===== src/rtl/rfe_pkg.sv =====
package rfe_pkg;
  localparam int NDIR = 4;
  typedef enum logic [2:0] {
    DIR_N = 3'd0, DIR_E = 3'd1, DIR_S = 3'd2, DIR_W = 3'd3, DIR_LOCAL = 3'd4
  } dir_e;
  // highest priority first
  localparam dir_e PRIO [NDIR] = '{DIR_S, DIR_E, DIR_W, DIR_N};
endpackage


===== src/rtl/rfe_prio_pick.sv =====
module rfe_prio_pick
  import rfe_pkg::*;
(
  input  logic            clk_i,
  input  logic            rst_ni,
  input  logic [NDIR-1:0] flag_i,
  input  logic [NDIR-1:0] link_ok_i,
  output logic            any_o,
  output dir_e            dir_o
);
  logic [NDIR-1:0] acc;
  logic [NDIR-1:0] grant;

  assign acc   = flag_i & link_ok_i;
  assign any_o = |acc;

  always_comb begin
    grant = '0;
    dir_o = DIR_N;
    for (int i = NDIR - 1; i >= 0; i--) begin
      if (acc[PRIO[i][1:0]]) begin
        grant = '0;
        grant[PRIO[i][1:0]] = 1'b1;
        dir_o = PRIO[i];
      end
    end
  end


  grant_onehot_chk: assert property (@(posedge clk_i) disable iff (!rst_ni)
    $onehot0(grant) && ((grant & ~acc) == '0));

  blocked_not_granted_chk: assert property (@(posedge clk_i) disable iff (!rst_ni)
    any_o |-> link_ok_i[dir_o[1:0]]);
endmodule


===== src/rtl/rfe_flag_gate.sv =====
module rfe_flag_gate
  import rfe_pkg::*;
#(
  parameter bit NE_RULE = 1'b1
) (
  input  logic                 active_i,
  input  logic                 vld_i,
  input  dir_e                 dir_i,
  input  logic [NDIR-1:0]      link_ok_i,
  input  logic [NDIR*NDIR-1:0] turn_block_i,
  output logic [NDIR-1:0]      flag_o
);
  localparam logic [NDIR*NDIR-1:0] NE_MASK =
    NE_RULE ? ((NDIR*NDIR)'(1) << (DIR_N*NDIR + DIR_E)) |
              ((NDIR*NDIR)'(1) << (DIR_E*NDIR + DIR_N)) : '0;

  logic [NDIR*NDIR-1:0] rules;
  assign rules = turn_block_i | NE_MASK;

  for (genvar k = 0; k < NDIR; k++) begin : g_link
    logic turn_hit;
    assign turn_hit  = (dir_i != DIR_LOCAL) && rules[k*NDIR + int'(dir_i[1:0])];
    assign flag_o[k] = active_i && vld_i && link_ok_i[k] && !turn_hit;
  end
endmodule


===== src/rtl/rfe_seq.sv =====
module rfe_seq #(
  parameter int NODES = 16
) (
  input  logic clk_i,
  input  logic rst_ni,
  input  logic start_i,
  output logic busy_o,
  output logic done_o
);
  localparam int CW = (NODES > 2) ? $clog2(NODES) : 1;
  localparam logic [CW-1:0] LAST = CW'(NODES - 2);

  logic [CW-1:0] cnt_q;
  logic [31:0]   chk_len;

  always_ff @(posedge clk_i or negedge rst_ni) begin
    if (!rst_ni) begin
      busy_o <= 1'b0;
      done_o <= 1'b0;
      cnt_q  <= '0;
    end else if (start_i) begin
      busy_o <= 1'b1;
      done_o <= 1'b0;
      cnt_q  <= '0;
    end else if (busy_o) begin
      cnt_q <= cnt_q + 1'b1;
      if (cnt_q == LAST) begin
        busy_o <= 1'b0;
        done_o <= 1'b1;
      end
    end else begin
      done_o <= 1'b0;
    end
  end

  // independent run-length counter for the checker
  always_ff @(posedge clk_i or negedge rst_ni) begin
    if (!rst_ni)      chk_len <= '0;
    else if (start_i) chk_len <= '0;
    else if (busy_o)  chk_len <= chk_len + 1;
  end


  done_len_chk: assert property (@(posedge clk_i) disable iff (!rst_ni)
    $rose(done_o) |-> (chk_len == 32'(NODES - 1)));

  done_pulse_chk: assert property (@(posedge clk_i) disable iff (!rst_ni)
    done_o |=> !done_o);
endmodule


===== src/rtl/route_flood_engine.sv =====
module route_flood_engine
  import rfe_pkg::*;
#(
  parameter int NODES   = 16,
  parameter int ID_W    = 4,
  parameter bit NE_RULE = 1'b1
) (
  input  logic                 clk_i,
  input  logic                 rst_ni,
  input  logic                 start_i,
  input  logic [ID_W-1:0]      dest_id_i,
  input  logic [ID_W-1:0]      self_id_i,
  input  logic [3:0]           link_fault_i,
  input  logic [3:0]           link_block_i,
  input  logic [15:0]          turn_block_i,
  input  logic [3:0]           flag_i,
  output logic [3:0]           flag_o,
  output logic                 tbl_we_o,
  output logic [ID_W-1:0]      tbl_addr_o,
  output logic                 tbl_vld_o,
  output logic [2:0]           tbl_dir_o,
  output logic                 done_o
);
  logic            busy, done;
  logic            ent_vld;
  dir_e            ent_dir;
  logic [ID_W-1:0] dest_q;
  logic [NDIR-1:0] link_ok;
  logic            rx_any;
  dir_e            rx_dir;

  assign link_ok = ~(link_fault_i | link_block_i);

  rfe_seq #(.NODES(NODES)) u_seq (
    .clk_i, .rst_ni, .start_i, .busy_o(busy), .done_o(done)
  );

  rfe_prio_pick u_pick (
    .clk_i, .rst_ni, .flag_i, .link_ok_i(link_ok), .any_o(rx_any), .dir_o(rx_dir)
  );

  rfe_flag_gate #(.NE_RULE(NE_RULE)) u_gate (
    .active_i(busy), .vld_i(ent_vld), .dir_i(ent_dir),
    .link_ok_i(link_ok), .turn_block_i, .flag_o
  );

  always_ff @(posedge clk_i or negedge rst_ni) begin
    if (!rst_ni) begin
      ent_vld <= 1'b0;
      ent_dir <= DIR_N;
      dest_q  <= '0;
    end else if (start_i) begin
      ent_vld <= (dest_id_i == self_id_i);
      ent_dir <= (dest_id_i == self_id_i) ? DIR_LOCAL : DIR_N;
      dest_q  <= dest_id_i;
    end else if (busy && !ent_vld && rx_any) begin
      ent_vld <= 1'b1;
      ent_dir <= rx_dir;
    end
  end

  assign tbl_we_o   = done;
  assign done_o     = done;
  assign tbl_addr_o = dest_q;
  assign tbl_vld_o  = ent_vld;
  assign tbl_dir_o  = ent_dir;


  idle_silent_chk: assert property (@(posedge clk_i) disable iff (!rst_ni)
    !busy |-> (flag_o == '0));

  invalid_silent_chk: assert property (@(posedge clk_i) disable iff (!rst_ni)
    !ent_vld |-> (flag_o == '0));

  entry_hold_chk: assert property (@(posedge clk_i) disable iff (!rst_ni)
    (ent_vld && !start_i) |=> (ent_vld && $stable(ent_dir)));

  fault_no_tx_chk: assert property (@(posedge clk_i) disable iff (!rst_ni)
    ((link_fault_i | link_block_i) & flag_o) == '0);

  ne_turn_chk: assert property (@(posedge clk_i) disable iff (!rst_ni)
    (NE_RULE && ent_vld && ent_dir == DIR_E) |-> !flag_o[0]);
endmodule


===== config.mk =====
export PLATFORM = sky130hd
export DESIGN_NAME = route_flood_engine
export DESIGN_NICKNAME = d
export VERILOG_FILES = /design/src/rtl/rfe_pkg.sv /design/src/rtl/rfe_prio_pick.sv /design/src/rtl/rfe_flag_gate.sv /design/src/rtl/rfe_seq.sv /design/src/rtl/route_flood_engine.sv
export SDC_FILE = /design/constraint.sdc
export NUM_CORES = 1
export LEC_CHECK = 0
export BUFFER_PORTS_ARGS = -buffer_cell sky130_fd_sc_hd__buf_2
export CAP_MARGIN = 5
export CORE_MARGIN = 3
export CORE_UTILIZATION = 45
export DETAILED_ROUTE_END_ITERATION = 6
export MAX_ROUTING_LAYER = met4
export PLACE_DENSITY = 0.82
export SKIP_CTS_REPAIR_TIMING = 1
export SYNTH_ARGS = -nofsm -noshare
export SYNTH_HDL_FRONTEND = slang
export SYNTH_HIERARCHICAL = 1
export SYNTH_SLANG_ARGS = --single-unit

===== constraint.sdc =====
create_clock -name clk_i -period 2.2 [get_ports clk_i]
set_input_delay 0.44 -clock clk_i [delete_from_list [all_inputs] [get_ports clk_i]]
set_output_delay 0.44 -clock clk_i [all_outputs]
set_load 0.01 [all_outputs]

==> metrics.csv <==
stage,metric,value,unit
outcome,status,"complete, no violations",
placement,IO buf count,50,
pwr,Max VDD drop,379,uV
cells_and_area,FILL cells,170,
run,max cap viols,0,
clock_tree,clock-pin slew on the worst setup and hold paths,70,ps
timing,Slew HR,0.639,
clock_tree,CTS max path bufs,2,
worst_setup_path,CP arrival,1620,ps
global_routing,GRT Util Overall,0.166,
timing,Setup Skew,2.04,ps
floorplanning,num rows,15,
clock_tree,CTS root buffer,clkbuf_4,
clock_tree,cts bufs inserted,3,
global_routing,vias in the first global route,798,
routing,drt initial violations,18,
yosys,Syn Inst Count,86,
routing,Vias/cell,5.16,
timing,Slew Limit Fails,0,
timing,RSZ-0062 raised after global routing,false,
yosys,"EDFF count, synth",0,
worst_setup_path,worst-path fanout max,10,
worst_setup_path,Setup crit end kind,output pin,
yosys,top_reg_cell synth,dfrtp_1,
floorplanning,Top-Level Pins,53,
global_routing,number of antenna violations at the first check in global routing,0,
cells_and_area,layout cells sized above 1,0.470,
yosys,register area share after synthesis,0.378,
floorplanning,Placeable Area,1840,sq um
global_routing,pin count of the biggest net entering global routing,17,
floorplanning,Die W,51.4,um
worst_setup_path,kind of critical path,reg -> out,
cells_and_area,most frequent cells in the layout,"buf_2, dfrtp_1, nor2_1, a21oi_1, mux2i_1",
timing,period utilisation layout,0.938,
routing,vias,820,
placement,detailed placement HPWL,1620,um
pwr,PnR Total Power,0.579,mW
global_routing,global-route wire length before repair,3250,um
yosys,Ys Warns,6,
clock_tree,CTS tree,built,
worst_setup_path,critical path data required time,1760,ps
yosys,Avg Synthesized Cell Area,10.8,sq um
timing,setup TNS,0,ps
yosys,Cell variety after synth,29,
floorplanning,Die Y,51.4,um
worst_hold_path,Min-Delay Path Class,in -> async,
cells_and_area,"commonest non-fill, non-tap cell in the layout",buf_2,
clock_tree,worst skew pair latency,270,ps
placement,Routability Congestion,0.668,
routing,drt drc,0,
timing,Fmax,485,MHz
cells_and_area,diodes inserted,0,
cells_and_area,Layout Cells excl Fill,159,
timing,Final setup viols,0,
floorplanning,die area,2640,sq um
cells_and_area,fin area,1180,sq um
clock_tree,clk sink count,14,
global_routing,gr ovfl total,0,
worst_setup_path,crit path launch type,flip-flop,
worst_setup_path,reg2reg start,u_seq/busy_o,
clock_tree,Max H-tree Level,1,
routing,post-route ant nets,0,
worst_setup_path,critical path launch point,tbl_dir_o[1],
yosys,Post-Synthesis Net Count,127,
timing,Slew @ Worst Pin,541,ps
timing,endpoints failing hold,0,
floorplanning,Initial Utilization,0.504,
routing,drt first pass iters,4,
routing,routed wire length,2060,um
pwr,Pwr Density,489,nW/um^2
timing,Final min period,2060,ps
yosys,Yosys reg bits,14,
routing,routed len/inst,12.9,um
yosys,Post-Syn Area,927,sq um
placement,post-placement cell area,1160,sq um
yosys,Synth async-reset ratio,1.00,
placement,cell count after placement,156,
cells_and_area,area grow syn2layout,27.5,%
cells_and_area,final core occ,0.643,
cells_and_area,nets,177,
pwr,leak pwr,0.601,nW
-- per-stage QoR --
stage                     hold slack [ps]  setup WS, ps
after CTS                            55.3           126
after detailed placement              350           420
final                                47.4           137
after global placement                343           437
after floorplan                       144           540
after global routing                 57.4          54.8
-- sequential cells by signal, summed over array words and instances, names as in the netlist --
name	count
u_seq/cnt_q	4
tbl_vld_o	1
u_seq/busy_o	1
u_seq/done_o	1
tbl_dir_o	3
tbl_addr_o	4
-- kinds of logic after synthesis --
group,synth area share
AO/OA/AOI/OAI,0.131
XOR/XNOR,0.0472
adder cells (fa/ha/maj),0.0270
buffers and inverters,0.0567
flip-flops,0.378
multiplexers,0.170
other,0.00404
AND/OR/NAND/NOR,0.186
-- critical path, stage by stage (launching register included) --
cell and delay, ps:
dfrtp_1 560, mux4_2 560, nor2_1 100, buf_2 130
-- worst paths after layout --
check / end / slack, ps / cells past startpoint
worst min-delay path: tbl_addr_o[0] / 50 / 1
min in group clk_i: tbl_addr_o[0] / 430 / 2
worst max register to register: u_seq/cnt_q[3] / 940 / 2
worst min register to register: tbl_addr_o[0] / 510 / 1
worst max-delay path: flag_o[2] / 140 / 3
max in group asynchronous: u_seq/cnt_q[2] / 1920 / 1
-- metal layers --
metal	global-route usage	wire, um
met5	-	0
met4	0.0524	0
met3	0.0496	250
met2	0.294	989
met1	0.176	817
-- synth_stat cells, drive strengths merged (2+ instances only) --
cell    number  area, sq um
dfrtp       14          350
nor2        10         37.5
a21oi        7         35.0
mux2i        6         60.1
buf          5         48.8
mux2         5         75.1
nand3        5         25.0
xnor2        5         43.8
nand2        4         15.0
nand3b       3         35.0
a221o        2         20.0
a22oi        2         15.0
ha           2         25.0
nand2b       2         12.5
nand4        2         27.5
nor2b        2         12.5
-- final cells by class --
type | instances | area (sq um) | area share
multi-input combinational | 66 | 524 | 0.443
tap | 25 | 31.3 | 0.0265
inverter | 1 | 3.75 | 0.00317
sequential | 14 | 350 | 0.296
clock buffer | 3 | 22.5 | 0.0190
timing repair buffer | 50 | 250 | 0.212
-- report_power, final --
| part | leakage (nW) | switching (mW) | internal, mW | total (mW) |
|---|---|---|---|---|
| clock | 0.0138 | 0.0708 | 0.0632 | 0.134 |
| sequential | 0.176 | 0.0206 | 0.274 | 0.295 |
| combinational | 0.411 | 0.0657 | 0.0840 | 0.150 |
| total | 0.601 | 0.157 | 0.421 | 0.579 |
Power figures use the tool's default switching activity.
